[src/rtl/psfb_pkg.sv]
package psfb_pkg;
  localparam int NUM_LEGS = 2;

  typedef enum logic [0:0] {
    LEG_LEAD = 1'b0,
    LEG_LAG  = 1'b1
  } leg_id_e;
endpackage

[src/rtl/psfb_timebase.sv]
module psfb_timebase #(
  parameter int PERIOD = 500,
  parameter int CNT_W  = $clog2(PERIOD)
) (
  input  logic             clk,
  input  logic             rst_n,
  input  logic             en,
  output logic [CNT_W-1:0] pos_nxt,
  output logic             start_nxt,
  output logic             trig
);
  localparam logic [CNT_W-1:0] LAST = CNT_W'(PERIOD - 1);

  logic [CNT_W-1:0] cnt_q;
  logic             run_q;
  logic             trig_q;
  logic             trig_d;

  // next state: idle holds zero, first enabled cycle is position zero
  always_comb begin
    if (!en) begin
      pos_nxt = '0;
    end else if (!run_q || (cnt_q == LAST)) begin
      pos_nxt = '0;
    end else begin
      pos_nxt = cnt_q + CNT_W'(1);
    end
    start_nxt = (pos_nxt == '0);
    trig_d    = en && start_nxt;
  end

  always_ff @(posedge clk or negedge rst_n) begin
    if (!rst_n) begin
      cnt_q  <= '0;
      run_q  <= 1'b0;
      trig_q <= 1'b0;
    end else begin
      cnt_q  <= pos_nxt;
      run_q  <= en;
      trig_q <= trig_d;
    end
  end

  assign trig = trig_q;
endmodule

[src/rtl/psfb_shadow.sv]
module psfb_shadow #(
  parameter int PERIOD = 500,
  parameter int CNT_W  = $clog2(PERIOD),
  parameter int DB_W   = 6
) (
  input  logic             clk,
  input  logic             rst_n,
  input  logic             load,
  input  logic [CNT_W-1:0] phase_in,
  input  logic [DB_W-1:0]  db_lead_in,
  input  logic [DB_W-1:0]  db_lag_in,
  output logic [CNT_W-1:0] ph_nxt,
  output logic [DB_W-1:0]  dbl_nxt,
  output logic [DB_W-1:0]  dbg_nxt
);
  localparam logic [CNT_W-1:0] LAST = CNT_W'(PERIOD - 1);

  logic [CNT_W-1:0] ph_q;
  logic [DB_W-1:0]  dbl_q;
  logic [DB_W-1:0]  dbg_q;
  logic [CNT_W-1:0] ph_clamped;

  always_comb begin
    ph_clamped = (phase_in > LAST) ? LAST : phase_in;
    if (load) begin
      ph_nxt  = ph_clamped;
      dbl_nxt = db_lead_in;
      dbg_nxt = db_lag_in;
    end else begin
      ph_nxt  = ph_q;
      dbl_nxt = dbl_q;
      dbg_nxt = dbg_q;
    end
  end

  always_ff @(posedge clk or negedge rst_n) begin
    if (!rst_n) begin
      ph_q  <= '0;
      dbl_q <= '0;
      dbg_q <= '0;
    end else if (load) begin
      ph_q  <= ph_nxt;
      dbl_q <= dbl_nxt;
      dbg_q <= dbg_nxt;
    end
  end
endmodule

[src/rtl/psfb_leg.sv]
module psfb_leg #(
  parameter int PERIOD = 500,
  parameter int CNT_W  = $clog2(PERIOD),
  parameter int DB_W   = 6
) (
  input  logic             clk,
  input  logic             rst_n,
  input  logic             en,
  input  logic [CNT_W-1:0] pos_i,
  input  logic [CNT_W-1:0] shift_i,
  input  logic [DB_W-1:0]  db_i,
  output logic             hi,
  output logic             lo
);
  localparam int          XW     = CNT_W + 1;
  localparam logic [XW-1:0] PER_X  = XW'(PERIOD);
  localparam logic [XW-1:0] HALF_X = XW'(PERIOD / 2);

  logic [XW-1:0] pos_x;
  logic [XW-1:0] sh_x;
  logic [XW-1:0] db_x;
  logic [XW-1:0] s_x;
  logic          hi_d;
  logic          lo_d;
  logic          hi_q;
  logic          lo_q;

  // leg position relative to its own period start, then dead-band windows
  always_comb begin
    pos_x = {1'b0, pos_i};
    sh_x  = {1'b0, shift_i};
    db_x  = XW'(db_i);
    s_x   = (pos_x >= sh_x) ? (pos_x - sh_x) : (pos_x + PER_X - sh_x);
    hi_d  = en && (s_x >= db_x) && (s_x < HALF_X);
    lo_d  = en && (s_x >= (HALF_X + db_x));
  end

  always_ff @(posedge clk or negedge rst_n) begin
    if (!rst_n) begin
      hi_q <= 1'b0;
      lo_q <= 1'b0;
    end else begin
      hi_q <= hi_d;
      lo_q <= lo_d;
    end
  end

  assign hi = hi_q;
  assign lo = lo_q;
endmodule

[src/rtl/psfb_pwm.sv]
module psfb_pwm #(
  parameter int PERIOD = 500,
  parameter int DB_W   = 6,
  parameter int CNT_W  = $clog2(PERIOD)
) (
  input  logic             clk,
  input  logic             rst_n,
  input  logic             en,
  input  logic [CNT_W-1:0] phase_in,
  input  logic [DB_W-1:0]  db_lead_in,
  input  logic [DB_W-1:0]  db_lag_in,
  output logic             lead_hi,
  output logic             lead_lo,
  output logic             lag_hi,
  output logic             lag_lo,
  output logic             sync_trig
);
  import psfb_pkg::*;

  logic [CNT_W-1:0] pos_nxt;
  logic             start_nxt;
  logic [CNT_W-1:0] ph_nxt;
  logic [DB_W-1:0]  dbl_nxt;
  logic [DB_W-1:0]  dbg_nxt;

  logic [CNT_W-1:0] shift_a [NUM_LEGS];
  logic [DB_W-1:0]  db_a    [NUM_LEGS];
  logic             hi_a    [NUM_LEGS];
  logic             lo_a    [NUM_LEGS];

  psfb_timebase #(.PERIOD(PERIOD), .CNT_W(CNT_W)) u_tb (
    .clk       (clk),
    .rst_n     (rst_n),
    .en        (en),
    .pos_nxt   (pos_nxt),
    .start_nxt (start_nxt),
    .trig      (sync_trig)
  );

  psfb_shadow #(.PERIOD(PERIOD), .CNT_W(CNT_W), .DB_W(DB_W)) u_shadow (
    .clk        (clk),
    .rst_n      (rst_n),
    .load       (start_nxt),
    .phase_in   (phase_in),
    .db_lead_in (db_lead_in),
    .db_lag_in  (db_lag_in),
    .ph_nxt     (ph_nxt),
    .dbl_nxt    (dbl_nxt),
    .dbg_nxt    (dbg_nxt)
  );

  assign shift_a[LEG_LEAD] = '0;
  assign shift_a[LEG_LAG]  = ph_nxt;
  assign db_a[LEG_LEAD]    = dbl_nxt;
  assign db_a[LEG_LAG]     = dbg_nxt;

  for (genvar g = 0; g < NUM_LEGS; g++) begin : g_leg
    psfb_leg #(.PERIOD(PERIOD), .CNT_W(CNT_W), .DB_W(DB_W)) u_leg (
      .clk     (clk),
      .rst_n   (rst_n),
      .en      (en),
      .pos_i   (pos_nxt),
      .shift_i (shift_a[g]),
      .db_i    (db_a[g]),
      .hi      (hi_a[g]),
      .lo      (lo_a[g])
    );
  end

  assign lead_hi = hi_a[LEG_LEAD];
  assign lead_lo = lo_a[LEG_LEAD];
  assign lag_hi  = hi_a[LEG_LAG];
  assign lag_lo  = lo_a[LEG_LAG];
endmodule

[config.mk]
export PLATFORM = sky130hd
export DESIGN_NAME = psfb_pwm
export DESIGN_NICKNAME = d
export VERILOG_FILES = /design/src/rtl/psfb_pkg.sv /design/src/rtl/psfb_timebase.sv /design/src/rtl/psfb_shadow.sv /design/src/rtl/psfb_leg.sv /design/src/rtl/psfb_pwm.sv
export SDC_FILE = /design/constraint.sdc
export NUM_CORES = 1
export LEC_CHECK = 0
export BUFFER_PORTS_ARGS = -buffer_cell sky130_fd_sc_hd__buf_2
export CORE_MARGIN = 2
export CORE_UTILIZATION = 30
export DETAILED_ROUTE_END_ITERATION = 10
export PLACE_DENSITY_LB_ADDON = 0.12
export SYNTH_ARGS = -nofsm -noshare
export SYNTH_HDL_FRONTEND = slang
export SYNTH_HIERARCHICAL = 1
export SYNTH_SLANG_ARGS = --single-unit
[constraint.sdc]
create_clock -name clk -period 4.6 [get_ports clk]
set_input_delay 0.92 -clock clk [delete_from_list [all_inputs] [get_ports clk]]
set_output_delay 0.92 -clock clk [all_outputs]
set_load 0.02 [all_outputs]
# ---- Word level (Yosys, flattened, before mapping)
# Index checks and enable logic that the tools add are counted.
dict set report word_totals {
  reg_bits 36
  mem_bits_ro 0
  mem_bits_rw 0
  latchBits 0
  word_cells 44
  in_bits 24
  output_inout_bits 5
  mem_count 0
}
dict set report classes {
  n_reduce_logical 10
  mux 8
  n_mul 0
  div_mod_pow 0
  n_eq_ne 1
  shifts 0
  add_sub_neg 6
  n_bitwise 0
  n_lt_le_gt_ge 9
}
# cell count
set op_table {}
lappend op_table {{$mux W9} 4}
lappend op_table {{$ge A10 B10 Y1} 2}
lappend op_table {{$ge A10 B6 Y1} 2}
lappend op_table {{$lt A10 B8 Y1 const B} 2}
lappend op_table {{$mux W10} 2}
lappend op_table {{$add A8 B6 Y9 const A} 2}
lappend op_table {{$mux W6} 2}
lappend op_table {{$add A9 B9 Y10 const B} 1}
lappend op_table {{$sub A10 B9 Y10} 1}
lappend op_table {{$sub A9 B9 Y10} 1}
lappend op_table {{$add A9 B1 Y9 const B} 1}
lappend op_table {{$eq A9 B9 Y1 const B} 1}
lappend op_table {{$ge A9 B1 Y1 const B} 1}
lappend op_table {{$ge A9 B9 Y1} 1}
lappend op_table {{$gt A9 B9 Y1 const B} 1}
lappend op_table {{$logic_not A9 Y1} 1}
lappend op_table {{$logic_and A1 B1 Y1} 7}
lappend op_table {{$logic_not A1 Y1} 1}
lappend op_table {{$logic_or A1 B1 Y1} 1}

# ---- Logic depth before layout (Yosys ltp)
dict set report logic_depth {
  depth_word 11
  ltp_mapped 24
  depth_no_buf 22
}

# ---- Modules after synthesis
# The synthesis kept the hierarchy.
# module seq_area_each_um2 cells_each area_per_inst_um2 instances
set modules_own_cells {}
lappend modules_own_cells {{psfb_leg at g_leg[1].u_leg} 50.0 191 1512.7 1}
lappend modules_own_cells {{psfb_leg at g_leg[0].u_leg} 50.0 186 1455.1 1}
lappend modules_own_cells {psfb_shadow 525.5 75 1056.0 1}
lappend modules_own_cells {psfb_timebase 275.3 60 624.3 1}
lappend modules_own_cells {psfb_pwm 0.0 1 3.8 1}

# ---- Worst setup path before layout
# OpenSTA, ideal clock, no wires.
dict set report synth_timing {
  path_kind {input port to flip-flop}
  start {input port en}
  end {register g_leg[1].u_leg.hi_q}
  path_stages 22
  slack_ns -0.233
  arrival_ns 4.688
  path_buffers 2
  setup_ns 0.146
  required_time_ns 4.454
  path_cell_list {nand2_1 > o21bai_2 > o21bai_2 > nor3b_2 > buf_4 > o211ai_2 > o21ai_0 > ha_1 > inv_1 > fa_1 > a211oi_2 > o211ai_2 > a211oi_4 > or2_1 > buf_4 > o21ai_2 > ha_1 > a21o_1 > a211oi_1 > o21bai_1 > o311ai_1 > a41oi_1}
}
dict set report synth_via {
  elab_chain_len 8
  elab_cells_between_ends 13
  classes_between {add/sub: 3; order compare: 3; mux: 4; reduce/logical: 3}
}
# element line_no
set synth_rtl {}
lappend synth_rtl {{start, declared} psfb_pwm.sv:8} ;# input logic en,
lappend synth_rtl {{$mux W9 *} psfb_timebase.sv:21} ;# if (!en) begin
lappend synth_rtl {{$logic_not A9 Y1 *} psfb_timebase.sv:28} ;# start_nxt = (pos_nxt == '0);
lappend synth_rtl {{named net start_nxt} psfb_pwm.sv:21} ;# logic start_nxt;
lappend synth_rtl {{$mux W9 *} psfb_shadow.sv:25} ;# if (load) begin
lappend synth_rtl {{named net ph_nxt[0]} psfb_pwm.sv:22} ;# logic [CNT_W-1:0] ph_nxt;
lappend synth_rtl {{$sub A10 B9 Y10 (tied with other cells)} psfb_leg.sv:33} ;# s_x = (pos_x >= sh_x) ? (pos_x - sh_x) : (pos_x + PER_X - sh_x);
lappend synth_rtl {{$mux W10 *} psfb_leg.sv:33}
lappend synth_rtl {{$ge A10 B6 Y1} psfb_leg.sv:34} ;# hi_d = en && (s_x >= db_x) && (s_x < HALF_X);
lappend synth_rtl {{$logic_and A1 B1 Y1} psfb_leg.sv:34}
lappend synth_rtl {{$logic_and A1 B1 Y1 *} psfb_leg.sv:34}
lappend synth_rtl {{named net g_leg[1].u_leg.hi_d} psfb_leg.sv:23} ;# logic hi_d;
lappend synth_rtl {{end signal, assigned} psfb_leg.sv:43} ;# hi_q <= hi_d;
lappend synth_rtl {{end, declared} psfb_leg.sv:25} ;# logic hi_q;
# Mark *: on every way through the listed nets, which the timed path passes. The rest lies on a longest branch.
# A chain may end at the register's enable or synchronous reset.

# ---- Worst setup path after layout
dict set report layout_timing {
  start {input port en}
  end {register g_leg[1].u_leg.hi_q}
}
dict set report layout_via {
  elab_chain_len 8
  elab_cells_between_ends 13
  classes_between {add/sub: 3; order compare: 3; mux: 4; reduce/logical: 3}
}
# element line_no
set layout_rtl {}
lappend layout_rtl {{$mux W9 *} psfb_timebase.sv:21}
lappend layout_rtl {{named net pos_nxt[7]} psfb_pwm.sv:20} ;# logic [CNT_W-1:0] pos_nxt;
lappend layout_rtl {{$logic_not A9 Y1 *} psfb_timebase.sv:28}
lappend layout_rtl {{named net start_nxt} psfb_pwm.sv:21}
lappend layout_rtl {{$mux W9 *} psfb_shadow.sv:25}
lappend layout_rtl {{named net ph_nxt[1]} psfb_pwm.sv:22}
lappend layout_rtl {{$sub A10 B9 Y10 (tied with other cells)} psfb_leg.sv:33}
lappend layout_rtl {{$mux W10 *} psfb_leg.sv:33}
lappend layout_rtl {{$ge A10 B6 Y1} psfb_leg.sv:34}
lappend layout_rtl {{$logic_and A1 B1 Y1} psfb_leg.sv:34}
lappend layout_rtl {{$logic_and A1 B1 Y1 *} psfb_leg.sv:34}
lappend layout_rtl {{named net g_leg[1].u_leg.hi_d} psfb_leg.sv:23}
# Marked as above.

==> summary.txt <==
Power and ir drop
  – Lkg Pwr: 3.079 nW
  – Worst VDD drop: 130.1 uV
  – Power per cell area: 232.5 mW/mm^2

Cells and area
  – Nets: 776
  – # fillers: 1561
  – Ant diodes: 0
  – Final core occ: 41.66%
  – Area taken by multi-input logic gates: 0.003715 mm^2
  – Seq. cell area: 900.9 um^2
  – Area delta synth->final: 36.15%
  – Share of layout cells above drive strength 1: 36.68%
  – Design Area, Final: 0.006334 mm^2

Die
  – Initial Util: 30.60%
  – Cell Rows: 45
  – Die width: 128.5 um
  – Height of the die: 128.5 um
  – CORE AREA: 0.01520 mm^2
  – Die area: 0.01652 mm^2
  – # IOs: 29

Setup path
  – Critical path type: input pin to register
  – Crit-path cells: buf_2 > nand2_8 > buf_4 > a311oi_2 > nor3b_4 > buf_6 > buf_4 > mux2i_4 > o21ai_4 > inv_2 > fa_2 > a211oi_4 > o211ai_2 > a211oi_4 > or2_4 > o21ai_4 > ha_4 > a21o_1 > a211oi_2 > o21bai_1 > o311ai_1 > a41oi_1
  – Worst path max stage delay: 0.42 ns
  – Crit path max-delay family: compound AO/OA/AOI/OAI gates
  – Slowest-stage cell, CP: fa_2
  – Arr. time, crit path: 4.83 ns
  – Critical Path Start: en
  – Worst Setup End Kind: register
  – CP Data Required Time: 4.77 ns
  – Crit Reg-Reg Startpoint: u_tb/cnt_q[5]
  – Worst Path Max Fanout: 5
  – WP buf/inv: 5
  – Critical Path Source Type: input pin

Routing
  – Drt first pass iters: 4
  – Drt wl/cell: 14.55 um
  – Total number of vias: 4030
  – Post-Route WL: 12.45 mm
  – Via/cell ratio: 4.708
  – ANT nets after route: 0
  – Iter 0 DRT Violations: 93
  – Post-route DRC: 0

Global routing
  – Initial antenna violation count: 0
  – Global-route wire length before repair: 20.65 mm
  – Largest net degree at the start of global routing: 37
  – Vias in the first global route: 4243
  – Remaining global-route overflow: 0
  – Total GRT Usage: 15.91%

Yosys
  – Primary FF master, synth: dfrtp_1
  – Sequential area share after synthesis: 19.37%
  – Synth Area per Inst: 9.068 um^2
  – EDFF count, synth: 0
  – Ys async rst share: 100.0%
  – Warnings, synthesis: 6
  – Cell Area, Synth: 0.004652 mm^2
  – Post-synth cell types: 69
  – Post-synthesis register bit count: 36
  – Mapped Cells: 513

Placement
  – DP Wirelength: 10.19 mm
  – Gpl congestion: 0.7940
  – DP Area: 0.005831 mm^2
  – Port Buffer Count: 28

Clock tree
  – CTS Sinks: 36
  – Number of H-tree levels: 2
  – Clk buf depth: 2
  – Cts bufs inserted: 5
  – # hold bufs at CTS: 0
  – Clock slew at reported path FFs: 0.06 ns
  – Root Buffer: clkbuf_16
  – Clk_lat worst skew: 0.30 ns
  – CTS tree: yes

Status
  – Failing checks: negative setup slack
  – Outcome: finished with violations

STA
  – RSZ-0062 raised after global routing: true
  – Fmax achieved: 214.7 MHz
  – Pins Over Slew Limit: 0
  – Setup violators final: 2
  – Actual slew at the worst max-slew pin: 0.9329 ns
  – Slew HR: 37.81%
  – Fin crit period: 4.659 ns
  – Fin crit share: 101.3%
  – Worst Skew: 0.006817 ns
  – Fin worst setup slack: -0.05871 ns
  – Total negative slack: -0.06224 ns
  – Number of hold-slack violations in the final timing report: 0

Hold path
  – Hold crit path type: register to register
  – Hold path startpoint: u_shadow/dbl_q[1]

Flow run
  – MaxCap Viol Count: 0
[registers in the layout, indices dropped and copies added (netlist names)]
register	cells
g_leg.u_leg/hi	2
u_shadow/dbg_q	6
u_tb/cnt_q	9
u_shadow/dbl_q	6
u_shadow/ph_q	9
g_leg.u_leg/lo	2
u_tb/run_q	1
u_tb/trig	1
[cells in the final DEF (no fill, tap or decap), types with 3 or more instances in the layout]
master and n:
buf_4 109, nand3_1 8, clkbuf_16 5, xor2_1 8, nor2_1 29, fa_2 3
o211ai_1 3, o211a_1 3, nand3b_1 3, mux2i_2 4, fa_1 5, a21o_1 11
ha_1 69, a21oi_1 22, a211oi_4 3, nor2b_1 7, mux2i_1 9, nand2b_1 4
inv_1 75, mux2_2 35, nor3_1 6, buf_6 4, a211oi_2 3, o22ai_1 3
buf_2 28, nand4_1 3, o21ai_1 3, nand2_1 16, ha_4 5, o21ai_0 17
ha_2 3, dfrtp_1 36, a21oi_2 6, o21bai_1 8, a31oi_1 3, xnor2_1 26
inv_2 4, and3_1 4, conb_1 16
[logic make-up (layout without fill, tap and decap cells)]
family	after synthesis	in the layout	synth area share, %
and+or+nand+nor	101	101	11.65
muxes	50	50	11.73
AOI/OAI and AO/OA	118	118	18.72
xor gates and xnor gates	34	34	6.401
adders and majority gates	85	85	24.15
other	1	16	0.08061
DFF	36	36	19.37
buffers and inverters	88	228	7.908
[cells in the mapped netlist (all sizes together) (4+ instances only)]
master,n,area share [%]
a211oi,7,1.9
a21o,11,1.8
a21oi,28,3.1
a31oi,4,0.54
and3,4,0.54
buf,9,1.5
dfrtp,36,19
fa,8,3.4
ha,77,21
inv,79,6.4
mux2,36,8.7
mux2i,14,3.0
nand2,17,1.4
nand2b,4,0.54
nand3,8,0.86
nand4,4,0.86
nor2,32,2.6
nor2b,7,0.94
nor3,7,0.75
o211a,4,0.86
o211ai,5,1.0
o21ai,23,2.6
o21bai,10,1.8
xnor2,26,4.9
xor2,8,1.5
[per-stage QoR]
step                power [W]  setup slack (ns)  std cells  hold slack, ns
floorplan           0.0007673           -0.1022        528          0.4571
global placement    0.0009898           -0.3756        836          0.4847
detailed placement  0.0009972           -0.4372        836          0.4921
CTS                  0.001456         0.0008584        846          0.5065
global route         0.001588           -0.2895        856          0.5135
finish               0.001473          -0.05871        856          0.5039
[worst register-to-register path, cell delays in order, from the launching register on]
cell	delay [ns]
dfrtp_1	0.38
or3_4	0.40
mux2i_2	0.16
a31oi_2	0.14
o21bai_4	0.15
nor3b_4	0.19
buf_6	0.15
o211ai_4	0.08
o21ai_2	0.13
ha_2	0.20
inv_2	0.05
fa_2	0.39
a211oi_4	0.27
o211ai_2	0.15
a211oi_4	0.36
or2_4	0.22
o21ai_4	0.08
ha_4	0.22
a21o_1	0.16
a211oi_2	0.22
o21bai_1	0.10
o311ai_1	0.23
a41oi_1	0.08
[layout make-up]
type | instances | area share (%)
Clock buffer | 7 | 2.410
Clock inverter | 1 | 0.4741
Inverter | 79 | 4.682
Multi-Input combinational cell | 404 | 58.65
Sequential cell | 36 | 14.22
Tap cell | 188 | 3.714
Timing Repair Buffer | 141 | 15.84
[final timing paths]
kind,endpoint,slack (ns),cells after the start
hold / removal,u_shadow/dbl_q[1],0.50,1
setup / recovery,g_leg[1].u_leg/hi,-0.06,22
max in group asynchronous,u_shadow/dbl_q[1],3.25,1
min in group asynchronous,u_tb/trig,0.77,1
setup reg to reg,g_leg[1].u_leg/hi,-0.03,22
hold reg to reg,u_shadow/dbl_q[1],0.50,1
[routing by layer]
layer / GRT usage, % / part of all wire (%) / vias up
met5: 0 / 0 / -
met4: 5.243 / 2.0 / 0
met3: 2.204 / 1.6 / 13
met2: 28.16 / 49 / 29
met1: 19.99 / 47 / 1896
li1: - / - / 2092
[power by group]
group	internal (W)	leakage (nW)	switching, W
clock	0.000286	0.0901	0.000149
combinational	0.000347	2.54	0.000339
sequential	0.000342	0.445	0.0000106
[timing repair]
item	CTS	global route
buffers inserted	2	11
setup endpoints to repair	2	4
pin swaps	6	29
gates resized for setup	18	29
endpoints found under the hold margin	0	0
(Power assumes the default switching activity.)
